==> config.mk <==
export PLATFORM = sky130hd
export DESIGN_NAME = data_addr_unit
export DESIGN_NICKNAME = d
export VERILOG_FILES = /design/src/rtl/adu_pkg.sv /design/src/rtl/adu_ctrl.sv /design/src/rtl/adu_datapath.sv /design/src/rtl/data_addr_unit.sv
export SDC_FILE = /design/constraint.sdc
export NUM_CORES = 1
export LEC_CHECK = 0
export ABC_AREA = 1
export BUFFER_PORTS_ARGS = -buffer_cell sky130_fd_sc_hd__buf_2
export CAP_MARGIN = 40
export CORE_MARGIN = 8
export CORE_UTILIZATION = 49
export CTS_BUF_LIST = sky130_fd_sc_hd__clkbuf_2
export DETAILED_ROUTE_END_ITERATION = 12
export PLACE_DENSITY = 0.87
export SYNTH_ARGS = -nofsm -noshare
export SYNTH_HDL_FRONTEND = slang
export SYNTH_SLANG_ARGS = --single-unit
==> constraint.sdc <==
create_clock -name clk -period 1.4 [get_ports clk]
set_input_delay 0.14 -clock clk [delete_from_list [all_inputs] [get_ports clk]]
set_output_delay 0.14 -clock clk [all_outputs]
set_load 0.005 [all_outputs]
==> src/rtl/adu_pkg.sv <==
package adu_pkg;

  // Where an access lands once the effective address is known
  typedef enum logic [1:0] {
    TGT_RAM  = 2'd0,
    TGT_PTR  = 2'd1,
    TGT_NULL = 2'd2
  } aduTarget_e;

  // Strobes from control to datapath
  typedef struct packed {
    logic ptrLoad;   // load pointer from write data this edge
    logic capture;   // latch address and write data this edge
    logic selPtr;    // read result comes from pointer
    logic selZero;   // read result is forced to zero
  } aduStrobe_t;

endpackage

==> src/rtl/adu_ctrl.sv <==
module adu_ctrl
  import adu_pkg::*;
#(
  parameter int FILE_W    = 7,
  parameter int ALIAS_OFS = 0,
  parameter int PTR_OFS   = 4
) (
  input  logic              clk,
  input  logic              rstN,
  input  logic              reqRead,
  input  logic              reqWrite,
  input  logic [FILE_W-1:0] effOfs,
  output aduStrobe_t        strobe,
  output logic              ramWe,
  output logic              ramOe,
  output logic              rdValid
);

  localparam logic [FILE_W-1:0] ALIAS_IDX = FILE_W'(ALIAS_OFS);
  localparam logic [FILE_W-1:0] PTR_IDX   = FILE_W'(PTR_OFS);

  aduTarget_e target;
  logic weQ, oeQ, validQ, selPtrQ, selZeroQ;

  always_comb begin
    if (effOfs == ALIAS_IDX)    target = TGT_NULL;
    else if (effOfs == PTR_IDX) target = TGT_PTR;
    else                        target = TGT_RAM;
  end

  always_ff @(posedge clk or negedge rstN) begin
    if (!rstN) begin
      weQ      <= 1'b0;
      oeQ      <= 1'b0;
      validQ   <= 1'b0;
      selPtrQ  <= 1'b0;
      selZeroQ <= 1'b0;
    end else begin
      weQ      <= reqWrite && (target == TGT_RAM);
      oeQ      <= reqRead  && (target == TGT_RAM);
      validQ   <= reqRead;
      selPtrQ  <= reqRead  && (target == TGT_PTR);
      selZeroQ <= reqRead  && (target == TGT_NULL);
    end
  end

  always_comb begin
    strobe.ptrLoad = reqWrite && (target == TGT_PTR);
    strobe.capture = reqRead || reqWrite;
    strobe.selPtr  = selPtrQ;
    strobe.selZero = selZeroQ;
  end

  assign ramWe   = weQ;
  assign ramOe   = oeQ;
  assign rdValid = validQ;

endmodule

==> src/rtl/adu_datapath.sv <==
module adu_datapath
  import adu_pkg::*;
#(
  parameter int ADDR_W    = 9,
  parameter int DATA_W    = 8,
  parameter int FILE_W    = 7,
  parameter int ALIAS_OFS = 0
) (
  input  logic                     clk,
  input  logic                     rstN,
  input  logic [FILE_W-1:0]        fileField,
  input  logic [ADDR_W-FILE_W-1:0] bankSel,
  input  logic [ADDR_W-DATA_W-1:0] indBank,
  input  logic [DATA_W-1:0]        wrData,
  input  logic [DATA_W-1:0]        ramDataIn,
  input  aduStrobe_t               strobe,
  output logic [FILE_W-1:0]        effOfs,
  output logic [ADDR_W-1:0]        ramAddr,
  output logic [DATA_W-1:0]        ramDataOut,
  output logic [DATA_W-1:0]        rdData
);

  localparam logic [FILE_W-1:0] ALIAS_IDX = FILE_W'(ALIAS_OFS);

  logic [DATA_W-1:0] ptrQ;
  logic [ADDR_W-1:0] effAddr;
  logic [ADDR_W-1:0] addrQ;
  logic [DATA_W-1:0] dataQ;
  logic              aliasHit;

  // Alias in the file field redirects through the pointer
  assign aliasHit = (fileField == ALIAS_IDX);
  assign effAddr  = aliasHit ? {indBank, ptrQ} : {bankSel, fileField};
  assign effOfs   = effAddr[FILE_W-1:0];

  always_ff @(posedge clk or negedge rstN) begin
    if (!rstN) begin
      ptrQ <= '0;
    end else if (strobe.ptrLoad) begin
      ptrQ <= wrData;
    end
  end

  always_ff @(posedge clk or negedge rstN) begin
    if (!rstN) begin
      addrQ <= '0;
      dataQ <= '0;
    end else if (strobe.capture) begin
      addrQ <= effAddr;
      dataQ <= wrData;
    end
  end

  always_comb begin
    if (strobe.selZero)     rdData = '0;
    else if (strobe.selPtr) rdData = ptrQ;
    else                    rdData = ramDataIn;
  end

  assign ramAddr    = addrQ;
  assign ramDataOut = dataQ;

endmodule

==> src/rtl/data_addr_unit.sv <==
module data_addr_unit
  import adu_pkg::*;
#(
  parameter int ADDR_W    = 9,
  parameter int DATA_W    = 8,
  parameter int FILE_W    = 7,
  parameter int ALIAS_OFS = 0,
  parameter int PTR_OFS   = 4
) (
  input  logic                     clk,
  input  logic                     rstN,
  input  logic                     reqRead,
  input  logic                     reqWrite,
  input  logic [FILE_W-1:0]        fileField,
  input  logic [ADDR_W-FILE_W-1:0] bankSel,
  input  logic [ADDR_W-DATA_W-1:0] indBank,
  input  logic [DATA_W-1:0]        wrData,
  input  logic [DATA_W-1:0]        ramDataIn,
  output logic [ADDR_W-1:0]        ramAddr,
  output logic [DATA_W-1:0]        ramDataOut,
  output logic                     ramWe,
  output logic                     ramOe,
  output logic [DATA_W-1:0]        rdData,
  output logic                     rdValid
);

  aduStrobe_t        strobe;
  logic [FILE_W-1:0] effOfs;

  adu_ctrl #(
    .FILE_W   (FILE_W),
    .ALIAS_OFS(ALIAS_OFS),
    .PTR_OFS  (PTR_OFS)
  ) ctrl_i (
    .clk     (clk),
    .rstN    (rstN),
    .reqRead (reqRead),
    .reqWrite(reqWrite),
    .effOfs  (effOfs),
    .strobe  (strobe),
    .ramWe   (ramWe),
    .ramOe   (ramOe),
    .rdValid (rdValid)
  );

  adu_datapath #(
    .ADDR_W   (ADDR_W),
    .DATA_W   (DATA_W),
    .FILE_W   (FILE_W),
    .ALIAS_OFS(ALIAS_OFS)
  ) dp_i (
    .clk       (clk),
    .rstN      (rstN),
    .fileField (fileField),
    .bankSel   (bankSel),
    .indBank   (indBank),
    .wrData    (wrData),
    .ramDataIn (ramDataIn),
    .strobe    (strobe),
    .effOfs    (effOfs),
    .ramAddr   (ramAddr),
    .ramDataOut(ramDataOut),
    .rdData    (rdData)
  );

endmodule

==> run metrics, run 1 <==
worst r2r dst=dp_i.ptrQ[4]; clk_lat worst skew=360 ps; Distinct cells, synth=19; Tightest Pin Transition=652 ps; top post-synthesis cells by area=dfrtp_1 (52%), nand2_1 (20%), a21oi_1 (3.8%), nand3_1 (3.5%), inv_1 (3.1%); Avg Inst Size Synth=7.90 um2; type of the worst setup path=register to output pin; H-tree levels=2; Arr. time, crit path=1320 ps; GR Util All Layers=16.8%; CTS tree=done; site row count=19; Crit-path slowest cell=dfrtp_2; CP Capture Type=output pin; Synth area leader=dfrtp_1; vias in the first global route=1511; fin crit period=1460 ps; Setup violations, final=7; pins over their slew limit=0; die area=4900 um2; worst hold-check path type=primary input to register; CP bufs+invs=2; antenna cells=0; CTS Sinks=30; failing checks=setup timing; cell family with most CP delay=flip-flops; DR pass1 iterations=4; clk slew on worst S/H paths=140 ps; Reg2Reg Launch Point=dp_i.ptrQ[4]; IO buf count=57; DRC=0; hold path startpoint=bankSel[0]; maximum clock rate=0.685 GHz; hold_ws=19.8 ps; Max-Cap Viols=0; Pwr Density=853 nW/um2; largest net degree at the start of global routing=31; Final Wtd Congestion=0.924; total CTS buffers=5; Non-Filler Instances=290; launching element type of the critical path=register; Rel. slew slack=56.5%; vias=1470; setup slack after layout=-59.6 ps; outcome=finished with violations; routed vias/inst=5.07; overflow left after global routing=0; Lkg Pwr=1.07 nW; final WL=4.04 mm; hold endpoint=dp_i.ramAddr[7]; clk buf depth=2; CTS root buffer=clkbuf_2; clock skew=7.78 ps; post-synthesis sequential area ratio=52.5%; initial drt markers=84; R2R depth=6; first-pass GRT wire length=6.73 mm; ANT nets after route=0; synthesized flop and latch total=30; met1 usage=18.8%; max incr delay on CP=500 ps; layout cells sized above 1=38.2%; Initial Util=51.9%; placed insts=269; Area Overhead vs Synth=38.2%; busiest grt layer=met2; io pins=58; met2 global-route usage=26.8%; Syn Nets=211; final-report hold violation count=0; part of the cycle the worst path needs=104%; Post-DP HPWL=2.98 mm; Mapped Area=1430 um2; VDD IR-drop max=0.758 mV; crit-path max FO=6; met3 Usage GRT=6.36%; core area=2760 um2; top cell type's share of synthesized area=52.5%; Die Width=70.0 um; Core Util, Final=71.7%; Mapped Cells=181; initial antenna violation count=0; wire per inst=13.9 um; nets@finish=288; synth warn=0; R2R setup slack=90 ps; Hold Path Stages=3; unrepaired setup endpoints after global routing=true; Chip Height=70.0 um; Critical Path, Cell by Cell=buf_6, nand2_2, a21oi_2, buf_2; Critical Path RT=1260 ps
## cells in the mapped netlist
library cell	number
a21oi_1	11
nor3_1	2
nor2_2	4
nand3_1	10
clkbuf_1	4
dfrtp_1	30
nand2_1	77
buf_2	1
nand3_4	1
nor2_4	1
buf_6	1
o21ai_1	7
inv_1	12
nand3_2	1
nor2_1	8
a211oi_1	1
a21oi_2	4
nand2_2	2
inv_2	4
## placed cells by master (no fill, tap or decap), types with 2 or more instances in the layout
| master | count |
|---|---|
| inv_1 | 12 |
| nor2_2 | 4 |
| o21ai_1 | 7 |
| inv_2 | 3 |
| nand2_1 | 73 |
| buf_2 | 57 |
| dfrtp_2 | 2 |
| a21oi_2 | 6 |
| nand3_1 | 10 |
| nor2_1 | 8 |
| clkbuf_2 | 6 |
| a21oi_1 | 8 |
| dfrtp_1 | 28 |
| dlygate4sd3_1 | 11 |
| buf_4 | 7 |
| nor3_1 | 2 |
| nand2_2 | 6 |
## report_power, final
part | switching, W | internal, W
Clock | 0.000285 | 0.000123
Combinational | 0.000162 | 0.000143
Sequential | 0.0000433 | 0.000930
Total | 0.000490 | 0.00120
## stage by stage
stage               instance area [um2]  TNS, ps  setup slack [ps]  total power (W)
detailed placement                 1770     -177             -33.7          0.00126
global route                       1980    -1000              -147          0.00178
global placement                   1770        0              6.33          0.00125
floorplan                          1430        0               237          0.00110
CTS                                1930     -172             -35.0          0.00168
finish                             1980     -269             -59.6          0.00169
## cell families after synthesis
family          after synthesis  synth area share (%)
simple gates                106                  31.8
buf+inv                      22                  6.39
flops                        30                  52.5
compound gates               23                  9.27
## worst max path at each step
stage                         to  slack (ps)  cells after the start      startpoint
finish                 rdData[7]         -60                      4  ctrl_i.selPtrQ
global route           rdData[7]        -150                      4  ctrl_i.selPtrQ
CTS                    rdData[0]         -40                      4  ctrl_i.selPtrQ
detailed placement  dp_i.ptrQ[4]         -30                     11    fileField[2]
global placement    dp_i.ptrQ[1]           6                     11    fileField[2]
floorplan           dp_i.ptrQ[2]         240                     11    fileField[5]
## worst reg2reg max path: stages, from the launching register on
cell and delay [ps]:
dfrtp_1 470, a21oi_4 200, nand2_1 80, nor2_2 160, nand3_4 150, nand2_1 100
nand2_1 50
## registers in the layout, indices dropped and copies added (netlist names)
register	count
ctrl_i.ramOe	1
ctrl_i.rdValid	1
ctrl_i.selPtrQ	1
dp_i.ramAddr	9
ctrl_i.selZeroQ	1
dp_i.ramDataOut	8
ctrl_i.ramWe	1
dp_i.ptrQ	8
## layout make-up
class | count | area [um2]
fill | 221 | 781
tap | 31 | 38.8
clock inverter | 2 | 8.76
timing repair buffer | 76 | 459
sequential | 30 | 753
clock buffer | 6 | 30.0
multi-input combinational | 129 | 622
inverter | 16 | 65.1
## timing repair
item                       in CTS  in global routing
pin swaps                       1                  3
hold endpoints to repair       40                  1
hold buffers                   10                  1
gates resized for setup         5                 10
setup buffers                   2                  0
setup endpoints to repair       8                 11
## layer usage
metal / routed length, um / vias to the layer above / share of wire, %
li1: - / 721 / -
met5: 0 / - / 0
met2: 1940 / 63 / 48
met4: 114 / 0 / 2.8
met3: 298 / 13 / 7.4
met1: 1680 / 673 / 42
No activity file was read; power rests on OpenSTA's default activity.
==> inputs of run 2 (changes only) <==
--- a/config.mk
+++ b/config.mk
@@ -6,13 +6,12 @@
 export NUM_CORES = 1
 export LEC_CHECK = 0
 export ABC_AREA = 1
-export BUFFER_PORTS_ARGS = -buffer_cell sky130_fd_sc_hd__buf_2
 export CAP_MARGIN = 40
-export CORE_MARGIN = 8
-export CORE_UTILIZATION = 49
+export CORE_UTILIZATION = 57
 export CTS_BUF_LIST = sky130_fd_sc_hd__clkbuf_2
 export DETAILED_ROUTE_END_ITERATION = 12
-export PLACE_DENSITY = 0.87
+export DONT_BUFFER_PORTS = 1
+export PLACE_DENSITY = 0.78
 export SYNTH_ARGS = -nofsm -noshare
 export SYNTH_HDL_FRONTEND = slang
 export SYNTH_SLANG_ARGS = --single-unit
==> run metrics, run 2 (synthesized netlist as in run 1, its figures left out) <==
failing checks=setup timing; clk slew on worst S/H paths=170 ps; Crit-path slowest cell=dfrtp_1; GR Util All Layers=30.3%; Final Cell Area=1800 um2; Critical Path RT=1710 ps; fin crit period=1400 ps; initial drt markers=35; overflow left after global routing=0; vias in the first global route=1302; placed insts=207; crit-path max FO=8; placement-stage cell area=1460 um2; CP bufs+invs=0; Initial Util=62.3%; CP Capture Type=register; antenna cells=0; max incr delay on CP=450 ps; wire per inst=16.2 um; unrepaired setup endpoints after global routing=true; ANT nets after route=0; final WL=3.87 mm; vias=1342; DR pass1 iterations=4; Largest register FFs=9; outcome=finished with violations; Chip Height=52.1 um; Area Overhead vs Synth=26.2%; Pwr Density=918 nW/um2; part of the cycle the worst path needs=100%; Final Wtd Congestion=0.862; Die Width=52.1 um; site row count=17; die area=2710 um2; Lkg Pwr=0.884 nW; clk buf depth=2; nets@finish=240; io pins=58; initial antenna violation count=0; Rel. slew slack=59.8%; pins over their slew limit=0; core area=2300 um2; clock skew=16.0 ps; layout cells sized above 1=22.7%; IO buf count=0; final-report hold violation count=0; commonest non-fill, non-tap cell in the layout=nand2_1; Max-Cap Viols=0; worst hold-check path type=primary input to register; Setup violations, final=1; CTS Sinks=30; Post-DP HPWL=2.29 mm; type of the worst setup path=register to register; Critical Path, Cell by Cell=nand2_2, nand2_2, nor2_4, nand2_2, nor2_4, nand3_2, nand2_1; H-tree levels=2; routed vias/inst=5.62; CTS root buffer=clkbuf_2; cell family with most CP delay=simple AND/OR/NAND/NOR gates; commonest non-fill, non-tap cells in the layout=nand2_1 (75), dfrtp_1 (29), dlygate4sd3_1 (18); Non-Filler Instances=239; clk_lat worst skew=380 ps; VDD IR-drop max=0.862 mV; total CTS buffers=5; CTS tree=done; largest net degree at the start of global routing=31; first-pass GRT wire length=5.71 mm; Crit path top cell by count=nand2_2; launching element type of the critical path=register; DRC=0; setup slack after layout=-3.36 ps; Arr. time, crit path=1720 ps; Tightest Pin Transition=601 ps; maximum clock rate=0.713 GHz
[run 2: cell types whose count changed in the layout (fill, tap and decap cells not counted), sizes merged]
cell	delta
dlygate4sd3	+7
buf	-55
clkinv	-1
inv	+1
[run 2: power breakdown]
part	switching (W)	internal [W]
Clock	0.000303	0.000123
Combinational	0.000137	0.000106
Sequential	0.0000567	0.000931
Total	0.000497	0.00116
[run 2: through the flow]
stage / power (W) / hold slack [ps] / util (%) / worst slack, ps / TNS (ps)
2_1_floorplan: 0.00110 / -156 / - / 237 / 0
4_1_cts: 0.00162 / 16.4 / 74.1 / 4.09 / 0
6_report: 0.00166 / 59.1 / 78.5 / -3.36 / -3.36
3_3_place_gp: 0.00113 / -155 / 63.7 / 90.6 / 0
5_1_grt: 0.00174 / 46.0 / 78.5 / -87.7 / -701
3_5_place_dp: 0.00114 / -155 / 63.7 / 17.7 / 0
[run 2: cell type report]
class / count / area (um2)
well taps: 28 / 35.0
repair buffers: 28 / 272
clock buffers: 6 / 30.0
clock inverters: 2 / 8.76
inverters: 16 / 60.1
multi-input cells: 129 / 647
flip-flops and latches: 30 / 752
fillers: 137 / 493
[run 2: timing repair]
| item | in CTS | in global routing |
|---|---|---|
| hold buffers | 19 | 0 |
| endpoints found under the setup margin | 0 | 14 |
| buffers inserted | 0 | 5 |
| resized for setup | 0 | 18 |
| endpoints found under the hold margin | 57 | 0 |
[run 2: final timing paths]
| check | depth (start not counted) | slack, ps | to | from |
|---|---|---|---|---|
| max | 7 | -3 | dp_i.ptrQ[4] | dp_i.ptrQ[0] |
| min | 4 | 60 | dp_i.ramAddr[3] | fileField[3] |
| max reg2reg | 7 | -3 | dp_i.ptrQ[4] | dp_i.ptrQ[0] |
| min reg2reg | 2 | 530 | dp_i.ramDataOut[1] | dp_i.ramDataOut[1] |
| max in group asynchronous | 2 | 1030 | ctrl_i.selPtrQ | rstN |
| min in group asynchronous | 2 | 180 | dp_i.ptrQ[1] | rstN |
[run 2: per-layer routing]
layer,track usage [%],part of all wire (%)
met5,0,0
met4,17.6,3.5
met3,10.2,6.5
met2,52.4,53
met1,31.5,37
[run 2: worst min-delay path, cell delays in order]
cell and delay (ps):
inv_1 50, nand2_1 80, inv_2 80, o21ai_1 60
